==> config.mk <==
export PLATFORM = sky130hd
export DESIGN_NAME = daisy_arbiter
export DESIGN_NICKNAME = d
export VERILOG_FILES = /design/src/rtl/arb_pkg.sv /design/src/rtl/arb_head.sv /design/src/rtl/arb_stage.sv /design/src/rtl/daisy_arbiter.sv
export SDC_FILE = /design/constraint.sdc
export NUM_CORES = 1
export LEC_CHECK = 0
export BUFFER_PORTS_ARGS = -buffer_cell sky130_fd_sc_hd__buf_4
export CAP_MARGIN = 10
export CORE_AREA = 10 10 47 49
export DETAILED_ROUTE_END_ITERATION = 16
export DIE_AREA = 0 0 57 59
export PLACE_DENSITY_LB_ADDON = 0.1
export SETUP_SLACK_MARGIN = 0.2
export SLEW_MARGIN = 0
export SYNTH_ARGS = -nofsm -noshare
export SYNTH_HDL_FRONTEND = slang
export SYNTH_HIERARCHICAL = 1
export SYNTH_SLANG_ARGS = --single-unit
export TNS_END_PERCENT = 5
==> constraint.sdc <==
create_clock -name clk -period 1.21 [get_ports clk]
set_clock_uncertainty 0.1 [all_clocks]
set_input_delay 0.121 -clock clk [delete_from_list [all_inputs] [get_ports clk]]
set_output_delay 0.121 -clock clk [all_outputs]
set_load 0.005 [all_outputs]
==> src/rtl/arb_pkg.sv <==
package arb_pkg;

    localparam int unsigned DEF_DEVS = 4;

    typedef enum logic {
        OWN_IDLE   = 1'b0,
        OWN_ACTIVE = 1'b1
    } own_state_e;

    typedef struct packed {
        logic grant;
        logic req;
    } chain_in_t;

    // Grant continues down the chain only past an idle device.
    function automatic logic pass_on(input chain_in_t ci);
        return ci.grant & ~ci.req;
    endfunction

    // The stage keeps the grant when its device asks for the bus.
    function automatic logic keeps(input chain_in_t ci);
        return ci.grant & ci.req;
    endfunction

endpackage

==> src/rtl/arb_head.sv <==
module arb_head #(
    parameter int unsigned N_DEV = arb_pkg::DEF_DEVS
) (
    input  logic             clk,
    input  logic             rst,
    input  logic [N_DEV-1:0] req_i,
    output logic             bus_req_o,
    output logic             grant_o
);

    logic grant_q;

    assign bus_req_o = |req_i;

    always_ff @(posedge clk) begin
        if (rst) begin
            grant_q <= 1'b0;
        end else begin
            grant_q <= bus_req_o;
        end
    end

    assign grant_o = grant_q;

    AST_HEAD_RAISE: assert property (@(posedge clk) disable iff (rst)
        bus_req_o |=> grant_o);
    AST_HEAD_DROP: assert property (@(posedge clk) disable iff (rst)
        !bus_req_o |=> !grant_o);

endmodule

==> src/rtl/arb_stage.sv <==
module arb_stage
    import arb_pkg::*;
(
    input  logic clk,
    input  logic rst,
    input  logic grant_in,
    input  logic req_i,
    input  logic rel_i,
    input  logic busy_i,
    output logic grant_out,
    output logic own_o
);

    chain_in_t  ci;
    own_state_e state_q;
    own_state_e state_d;
    logic       hit;

    assign ci.grant  = grant_in;
    assign ci.req    = req_i;
    assign grant_out = pass_on(ci);
    assign hit       = keeps(ci);

    always_comb begin
        state_d = state_q;
        unique case (state_q)
            OWN_IDLE: begin
                if (hit && !busy_i) begin
                    state_d = OWN_ACTIVE;
                end
            end
            OWN_ACTIVE: begin
                if (rel_i) begin
                    state_d = OWN_IDLE;
                end
            end
            default: state_d = OWN_IDLE;
        endcase
    end

    always_ff @(posedge clk) begin
        if (rst) begin
            state_q <= OWN_IDLE;
        end else begin
            state_q <= state_d;
        end
    end

    assign own_o = (state_q == OWN_ACTIVE);

    AST_TAKE_ONLY_FREE: assert property (@(posedge clk) disable iff (rst)
        $rose(own_o) |-> ($past(!busy_i) && $past(grant_in) && $past(req_i)));
    AST_TAKE_GRANTED: assert property (@(posedge clk) disable iff (rst)
        (!own_o && grant_in && req_i && !busy_i) |=> own_o);
    AST_RELEASE: assert property (@(posedge clk) disable iff (rst)
        (own_o && rel_i) |=> !own_o);

endmodule

==> src/rtl/daisy_arbiter.sv <==
module daisy_arbiter #(
    parameter int unsigned N_DEV = arb_pkg::DEF_DEVS
) (
    input  logic             clk,
    input  logic             rst,
    input  logic [N_DEV-1:0] req_i,
    input  logic [N_DEV-1:0] rel_i,
    output logic             bus_req_o,
    output logic [N_DEV-1:0] grant_o,
    output logic [N_DEV-1:0] own_o,
    output logic             busy_o,
    output logic             cpu_own_o
);

    localparam int unsigned CHAIN_LEN = N_DEV + 1;

    logic [CHAIN_LEN-1:0] chain;
    logic                 head_grant;

    arb_head #(.N_DEV(N_DEV)) head_i (
        .clk       (clk),
        .rst       (rst),
        .req_i     (req_i),
        .bus_req_o (bus_req_o),
        .grant_o   (head_grant)
    );

    assign chain[0] = head_grant;

    for (genvar g = 0; g < N_DEV; g++) begin : g_stage
        arb_stage stage_i (
            .clk       (clk),
            .rst       (rst),
            .grant_in  (chain[g]),
            .req_i     (req_i[g]),
            .rel_i     (rel_i[g]),
            .busy_i    (busy_o),
            .grant_out (chain[g+1]),
            .own_o     (own_o[g])
        );
    end

    assign grant_o   = chain[N_DEV-1:0];
    assign busy_o    = |own_o;
    assign cpu_own_o = ~busy_o;

    AST_ONE_OWNER: assert property (@(posedge clk) disable iff (rst)
        $onehot0(own_o));
    AST_NO_TAKE_BUSY: assert property (@(posedge clk) disable iff (rst)
        busy_o |=> ((own_o & ~$past(own_o)) == '0));

endmodule

==> Word-level counts from Yosys, hierarchy flattened <==
Cells that the tools add are included.
{ "op_classes": {"muxes": 12, "reduce_logical": 7, "bitwise_logic": 15} }
{ "ops": {"columns": ["operator", "count"], "rows": [
  ["2-to-1 mux 1 bit", 8],
  ["inverter 1 bit", 8],
  ["case mux 1 bit (2 select lines)", 4],
  ["OR reduction 4 bit", 2],
  ["AND 1 bit", 7],
  ["logical AND 1 bit", 4],
  ["zero test 1 bit", 1]
]} }
{ "word_totals": {"word_cells": 39, "register_bits": 5} }

==> Depth between registers and ports, before layout <==
Gate-level depths: netlist (run 1).
{ "depth": {"word_depth": 8, "ltp_mapped": 5, "mapped_depth_nobuf": 5} }

==> Hierarchy <==
Netlist (run 1), hierarchy kept.
{ "modules_own_cells": {"columns": ["module", "seq_area_each_um2", "cells_per_inst", "area_each_um2", "n_inst"], "rows": [
  ["arb_stage", 20.0, 5, 48.8, 4],
  ["arb_head", 20.0, 3, 45.0, 1],
  ["daisy_arbiter", 0.0, 6, 43.8, 1]
]} }

==> Least setup slack after synthesis (run 1) <==
Ideal clock, no wire load.
{ "synth_timing": {"path_kind": "register to register", "from": "register g_stage[1].stage_i.state_q", "to": "register g_stage[1].stage_i.state_q", "path_stages_with_launch": 4, "slack_ns": -0.173, "setup_time_ns": 0.070, "t_arrival_ns": 1.213, "t_required_ns": 1.040, "path_cell_list": "dfxtp_1 -> or4_1 -> nand4bb_1 -> a21oi_1"} }
{ "synth_between": {"elab_chain_cells": 5, "word_cells_on_any_way": 6} }
{ "synth_lines": {"columns": ["item", "line", "source"], "rows": [
  ["from (decl)", "arb_stage.sv:15", "own_state_e state_q;"],
  ["from (signal assigned)", "arb_stage.sv:45", "state_q <= state_d;"],
  ["OR reduction 4 bit", "daisy_arbiter.sv:44", "assign busy_o = |own_o;"],
  ["via busy_o", "daisy_arbiter.sv:11", "output logic busy_o,"],
  ["zero test 1 bit", "arb_stage.sv:28", "if (hit && !busy_i) begin"],
  ["logical AND 1 bit", "arb_stage.sv:28", null],
  ["2-to-1 mux 1 bit", "arb_stage.sv:28", null],
  ["case mux 1 bit (2 select lines)", "arb_stage.sv:26", "unique case (state_q)"]
]} }
The timed path passes the listed nets, and every way through them passes these cells.
A chain may end at the register's enable or synchronous reset.

==> Worst setup path in the final report (run 1) <==
{ "layout_timing": {"from": "register g_stage[1].stage_i.state_q", "to": "output busy_o"} }
{ "layout_between": {"elab_chain_cells": 1} }
{ "layout_lines": {"columns": ["item", "line"], "rows": [
  ["OR reduction 4 bit", "daisy_arbiter.sv:44"],
  ["to (decl)", "daisy_arbiter.sv:11"]
]} }
Every way passes these cells.

==> metrics.txt, run 1 <==
status=finished with violations; violated checks=negative setup slack; Layout Utilization=41.4%; Inst Count DP=67; Crit. End Element=primary output; H-tree depth=1; family with the most delay on the worst path=simple AND/OR/NAND/NOR gates; CTS Buffer Depth=2; crit path time final=1.46 ns; number of setup buffers added after CTS=0; max-cap violations=0; routability cong.=0.780; worst slew pin tran=0.181 ns; Remaining DRCs=0; Mapped Nets=38; endpoints failing setup=8; CTS Buf Count=3; Starting Density=19.8%; largest net degree at the start of global routing=6; Max stage delay on crit path=0.56 ns; startpoint types=register; cell area after synthesis=278 um^2; clock transition at the registers of the reported paths=0.04 ns; fillers=152; Ports=21; unrepaired setup endpoints after global routing=yes; synthesized instance count=28; first drt pass iteration count=3; Peak Freq=0.684 GHz; crit-path max FO=5; ANT nets after route=0; Num Clock Sinks=5; GRT Total Usage=6.71%; fraction of layout cells with a size suffix above 1=69.6%; Final nets=67; CP Class=reg -> out; initial drt markers=1; Hold Path Class=in -> reg; Core Area=1400 um^2; Layout Cells excl Fill=72; CTS tree=done; CP max stage cell=or4_4; Port Buffers=20; Layout area overhead=109%; cells along the critical path=or4_4 > buf_6; count of pins over their slew limit=0; Avg Cell Area, Syn=9.92 um^2; via count=325; die width=57 um; vias in the first global route=367; PD cells=883 nW/um^2; final worst-path cycle share=121%; static leakage=0.264 nW; Req. time, crit path=0.99 ns; initial antenna violation count=0; Yosys Warn Count=6; Slew HR=87.8%; Clock Latency Late Sink=0.24 ns; clock root cell=clkbuf_4; Buf/Inv on CP=1; Overflow after GRT=0; Die ar.=3360 um^2; VDD IR-drop max=369 uV; n_diodes=0; final worst setup slack=-0.252 ns; DR vias/cell=4.51; num rows=14; first-pass GRT wire length=1.72 mm; DP HPWL=860 um; CP arrival=1.24 ns; Fin. Hold Viols=0; Die H=59 um; routed len/inst=14.5 um; routed wire length=1.04 mm
-- layout by cell type (no fill, tap or decap) --
cell type,n
dlygate4sd3_1,1
nor4_4,1
clkbuf_1,1
buf_6,6
dfxtp_2,2
clkbuf_4,3
nor2b_4,4
or4_4,2
buf_8,1
nand2b_1,4
buf_4,20
a21oi_1,4
nand4bb_1,4
dfxtp_1,3
-- metrics by stage --
step | hold slack (ns) | setup slack (ns) | instance area [um^2] | TNS, ns | total power [W]
6_report | 0.0359 | -0.252 | 581 | -1.16 | 0.000513
3_3_place_gp | 0.240 | -0.140 | 474 | -0.504 | 0.000296
3_5_place_dp | 0.244 | -0.146 | 474 | -0.558 | 0.000297
4_1_cts | 0.0330 | -0.268 | 563 | -1.22 | 0.000519
2_1_floorplan | 0.0853 | -0.127 | 282 | -0.505 | 0.000225
5_1_grt | 0.0372 | -0.303 | 581 | -1.64 | 0.000558
-- final timing paths --
check	startpoint	endpoint	slack (ns)	cells after the start
hold / removal	rel_i[2]	g_stage[2].stage_i/own_o	0.04	3
setup / recovery	g_stage[1].stage_i/own_o	busy_o	-0.25	2
setup reg to reg	g_stage[1].stage_i/own_o	g_stage[2].stage_i/own_o	-0.16	3
hold reg to reg	g_stage[2].stage_i/own_o	g_stage[2].stage_i/own_o	0.49	3
-- tightest hold or removal path, delay by kind of cell --
| family | cells | cell delay [ns] |
|---|---|---|
| compound gates | 1 | 0.06 |
| buf+inv | 1 | 0.07 |
| simple gates | 1 | 0.08 |
-- power breakdown --
part           internal, W  switching (W)
Sequential        0.000173     0.00000423
Combinational    0.0000965      0.0000469
Clock             0.000125      0.0000677
Total             0.000394       0.000119
-- state kept, by name, indices dropped and copies added (netlist names) --
name / count
head_i/grant_o: 1
g_stage.stage_i/own_o: 4
-- area by class of cell --
cell class	instances	area [um^2]	share of cell area, %
flip-flops and latches	5	103	17.7
well taps	16	20.0	3.45
multi-input cells	19	189	32.5
clock buffers	4	26.3	4.53
repair buffers	28	243	41.8
-- layer usage --
metal | vias up | wire length [um] | GRT usage, %
met4 | 0 | 6 | 5.03
met2 | 13 | 496 | 9.61
met5 | - | 0 | 0
li1 | 158 | - | -
met1 | 152 | 437 | 7.05
met3 | 2 | 100 | 4.08
-- repair_timing --
item	in CTS	in global routing
endpoints found under the hold margin	5	0
pin swaps	3	1
resized for setup	14	4
endpoints found under the setup margin	15	15
hold buffers	1	0
gates cloned	0	0
(Power assumes the default switching activity.)
==> inputs of run 2 (changes only) <==
--- a/config.mk
+++ b/config.mk
@@ -5,6 +5,7 @@
 export SDC_FILE = /design/constraint.sdc
 export NUM_CORES = 1
 export LEC_CHECK = 0
+export ABC_AREA = 1
 export BUFFER_PORTS_ARGS = -buffer_cell sky130_fd_sc_hd__buf_4
 export CAP_MARGIN = 10
 export CORE_AREA = 10 10 47 49
==> constraint.sdc (replaced) <==
create_clock -name clk -period 1.3 [get_ports clk]
set_clock_uncertainty 0.1 [all_clocks]
set_input_delay 0.13 -clock clk [delete_from_list [all_inputs] [get_ports clk]]
set_output_delay 0.13 -clock clk [all_outputs]
set_load 0.005 [all_outputs]
==> metrics.txt, run 2 <==
fraction of layout cells with a size suffix above 1=54.9%; final worst-path cycle share=105%; Reg area=108 um^2; CTS tree=done; max-cap violations=0; cell area after layout=609 um^2; status=finished with violations; H-tree depth=1; crit path from=head_i/grant_o; final hold slack=0.0132 ns; Crit. End Element=primary output; cell area after synthesis=319 um^2; Inst Count DP=90; unrepaired setup endpoints after global routing=yes; PD cells=834 nW/um^2; violated checks=negative setup slack; clock root cell=clkbuf_4; crit-path max FO=3; most frequent cells in the layout=buf_4 (20), inv_1 (13), nand2_1 (11), inv_2 (6), buf_6 (5); first drt pass iteration count=4; cells along the critical path=inv_2 > nor2_4 > inv_2 > nor2_4 > inv_2 > nor2_4 > buf_6; count of pins over their slew limit=0; Reg2Reg Depth=9; Die ar.=3360 um^2; Max stage delay on crit path=0.33 ns; Crit path depth=7; ANT nets after route=0; Starting Density=22.8%; Core Area=1400 um^2; Peak Freq=0.735 GHz; Final nets=93; startpoint types=register; met3 wire len=95 um; Overflow after GRT=0; n_diodes=0; CP Class=reg -> out; Yosys Warn Count=6; Fin. Hold Viols=0; Mapped Nets=66; Die H=59 um; fillers=156; reg2reg setup slack=0.06 ns; CP arrival=1.13 ns; met2 wire len=492 um; routed len/inst=10.4 um; clock transition at the registers of the reported paths=0.04 ns; initial antenna violation count=0; metal1 wirelength=422 um; Post-DP Area=479 um^2; Port Buffers=20; via count=390; synthesized instance count=56; CP max stage cell=dfxtp_2; Layout area overhead=91.0%; Layout Utilization=43.5%; crit path time final=1.36 ns; DR vias/cell=3.98; DP HPWL=809 um; Avg Cell Area, Syn=5.70 um^2; most common cell after layout, fill and taps aside=buf_4; routed wire length=1.02 mm; Top Metal Used=met4; multi-input combinational cell area=168 um^2; Num Clock Sinks=5; first-pass GRT wire length=1.73 mm; Slew HR=89.1%; Req. time, crit path=1.07 ns; PnR Total Power=0.000508 W; reg2reg end=g_stage[3].stage_i/own_o; num rows=14; Buf/Inv on CP=4; Remaining DRCs=0; static leakage=0.309 nW; Hold Path Class=in -> reg; Layout Cells excl Fill=98; worst slew pin tran=0.163 ns; CTS Buf Count=3; GRT Total Usage=6.71%; Ports=21; Clock Latency Late Sink=0.24 ns; largest net degree at the start of global routing=6; max reg flops=4; CTS Buffer Depth=2; initial drt markers=3; final worst setup slack=-0.0610 ns; die width=57 um; vias in the first global route=405; VDD IR-drop max=450 uV; family with the most delay on the worst path=flip-flops; worst r2r src=head_i/grant_o; endpoints failing setup=2; routability cong.=0.649; CP endpoint=grant_o[3]
==> run 2: tightest hold or removal path, delay by kind of cell <==
family / cells / cell delay [ns]
and+or+nand+nor: 2 / 0.09
buffers and inverters: 1 / 0.07
AOI/OAI and AO/OA: 1 / 0.03
==> run 2: metal layers <==
metal,up-vias,GRT usage (%)
met5,-,0
met4,0,3.02
li1,211,-
met3,2,5.58
met1,163,5.73
met2,14,11.2
==> run 2: area by class of cell <==
class | count | share of cell area (%)
Clock buffer | 4 | 4.31
Inverter | 19 | 11.7
Multi-Input combinational cell | 28 | 27.5
Sequential cell | 5 | 17.7
Tap cell | 16 | 3.29
Timing Repair Buffer | 26 | 35.5
==> run 2: where the power goes <==
part / total [W] / switching (W) / internal (W)
clock network: 0.000180 / 0.0000636 / 0.000116
logic: 0.000155 / 0.0000674 / 0.0000872
registers: 0.000174 / 0.0000103 / 0.000163
==> run 2: worst min path at each step <==
stage              from  cells past startpoint                       end  slack (ns)
2_1_floorplan       rst                      1            head_i/grant_o         0.1
3_3_place_gp        rst                      2            head_i/grant_o        0.25
3_5_place_dp        rst                      2            head_i/grant_o        0.25
4_1_cts        rel_i[0]                      4  g_stage[0].stage_i/own_o        0.01
5_1_grt        rel_i[0]                      4  g_stage[0].stage_i/own_o        0.03
6_report       rel_i[0]                      4  g_stage[0].stage_i/own_o        0.01
==> run 2: per-stage QoR <==
stage	TNS, ns	setup WS, ns
after floorplan	0	0.170
after global placement	0	0.116
after detailed placement	0	0.0960
after CTS	-0.118	-0.0884
after global routing	-0.310	-0.160
final	-0.0653	-0.0610
==> run 2: what timing repair did <==
| action | in CTS | in global routing |
|---|---|---|
| pin swaps | 7 | 9 |
| hold endpoints to repair | 1 | 0 |
| gates resized for setup | 16 | 10 |
| setup endpoints to repair | 7 | 8 |
| hold buffers | 1 | 0 |
| setup buffers | 1 | 2 |
==> inputs of run 3 (changes only) <==
--- a/config.mk
+++ b/config.mk
@@ -5,7 +5,7 @@
 export SDC_FILE = /design/constraint.sdc
 export NUM_CORES = 1
 export LEC_CHECK = 0
-export ABC_AREA = 1
+export ABC_AREA = 0
 export BUFFER_PORTS_ARGS = -buffer_cell sky130_fd_sc_hd__buf_4
 export CAP_MARGIN = 10
 export CORE_AREA = 10 10 47 49
==> metrics.txt, run 3 (synthesized netlist as in run 1, its figures left out) <==
DP HPWL=860 um; worst slew pin tran=0.198 ns; CP endpoint=g_stage[2].stage_i/own_o; Final nets=68; Layout Cells excl Fill=73; crit-path max FO=4; hold path depth=3; Peak Freq=0.680 GHz; CP Class=reg -> reg; Core Area=1400 um^2; Max stage delay on crit path=0.55 ns; most common cell after layout, fill and taps aside=buf_4; startpoint types=register; Reg2Reg Depth=4; H-tree depth=1; Req. time, crit path=1.38 ns; initial drt markers=0; via count=329; unrepaired setup endpoints after global routing=yes; PnR Total Power=0.000477 W; Buf/Inv on CP=1; max-cap violations=0; crit path from=g_stage[1].stage_i/own_o; ANT nets after route=0; max reg flops=4; Fin. Hold Viols=0; routability cong.=0.780; CP arrival=1.54 ns; endpoints failing setup=7; die width=57 um; Slew HR=86.7%; Inst Count DP=67; Crit path depth=4; largest net degree at the start of global routing=6; crit path time final=1.47 ns; CP max stage cell=or4_4; Die ar.=3360 um^2; violated checks=negative setup slack; Port Buffers=20; static leakage=0.263 nW; vias in the first global route=369; Layout area overhead=107%; routed wire length=1.04 mm; most frequent cells in the layout=buf_4 (22), buf_6 (5); VDD IR-drop max=338 uV; Clock Latency Late Sink=0.24 ns; cells along the critical path=or4_4 > buf_4 > nand4bb_1 > a21oi_1; Num Clock Sinks=5; reg2reg setup slack=-0.17 ns; DR vias/cell=4.51; Ports=21; first drt pass iteration count=1; clock transition at the registers of the reported paths=0.04 ns; initial antenna violation count=0; num rows=14; n_diodes=0; PD cells=830 nW/um^2; worst r2r src=g_stage[1].stage_i/own_o; Starting Density=19.8%; final worst setup slack=-0.170 ns; fraction of layout cells with a size suffix above 1=68.4%; final worst-path cycle share=113%; status=finished with violations; GRT Total Usage=6.71%; Remaining DRCs=0; hold path startpoint=rel_i[2]; Die H=59 um; Overflow after GRT=0; reg2reg end=g_stage[2].stage_i/own_o; clock root cell=clkbuf_4; CTS tree=done; first-pass GRT wire length=1.72 mm; Crit. End Element=register; count of pins over their slew limit=0; Layout Utilization=41.0%; CTS Buf Count=3; routed len/inst=14.3 um; CTS Buffer Depth=2; setup TNS=-0.674 ns; family with the most delay on the worst path=simple AND/OR/NAND/NOR gates; Hold Path Class=in -> reg
## run 3: cell count changes in the layout (fill, tap and decap cells not counted), sizes merged
cell / before / now
inv: 19 / 0
or4: 0 / 2
nand2b: 0 / 4
nand3: 5 / 0
a21oi: 5 / 4
nor2b: 0 / 4
nor2: 7 / 0
buf: 25 / 28
nand4bb: 0 / 4
nor4: 0 / 1
nand2: 11 / 0
## run 3: worst min-delay path by stage
| stage | to |
|---|---|
| floorplan | head_i/grant_o |
| finish | g_stage[2].stage_i/own_o |
| CTS | g_stage[2].stage_i/own_o |
| global placement | head_i/grant_o |
| global route | g_stage[0].stage_i/own_o |
| detailed placement | head_i/grant_o |
## run 3: area by class of cell
type / instances / area [um^2]
Timing Repair Buffer: 29 / 246
Tap cell: 16 / 20.0
Multi-Input combinational cell: 19 / 180
Fill cell: 155 / 827
Clock buffer: 4 / 26.3
Sequential cell: 5 / 101
## run 3: tightest hold or removal path, cell delays in order
cell and delay (ns):
buf_4 0.07, nand2b_1 0.08, a21oi_1 0.05
## run 3: power by group
group          internal (W)  switching, W
registers          0.000161    0.00000357
logic             0.0000902     0.0000428
clock network      0.000116     0.0000633
## run 3: layer usage
layer | vias up | global-route usage [%] | share of wire (%)
li1 | 160 | - | -
met1 | 154 | 7.05 | 41
met2 | 13 | 9.61 | 48
met3 | 2 | 4.08 | 10
met4 | 0 | 5.03 | 0.67
met5 | - | 0 | 0
## run 3: what timing repair did
action	4_1_cts	5_1_grt
pin swaps	3	1
hold buffers	1	0
cloned	0	0
setup buffers	1	0
gates resized for setup	14	1
setup endpoints to repair	10	11
hold endpoints to repair	1	0
## run 3: through the flow
step           hold slack [ns]  worst slack, ns  cell area, um^2
2_1_floorplan           0.0943          -0.0368              282
3_3_place_gp             0.249          -0.0498              474
3_5_place_dp             0.253          -0.0556              474
4_1_cts                 0.0420           -0.179              571
5_1_grt                 0.0505           -0.226              574
6_report                0.0496           -0.170              574
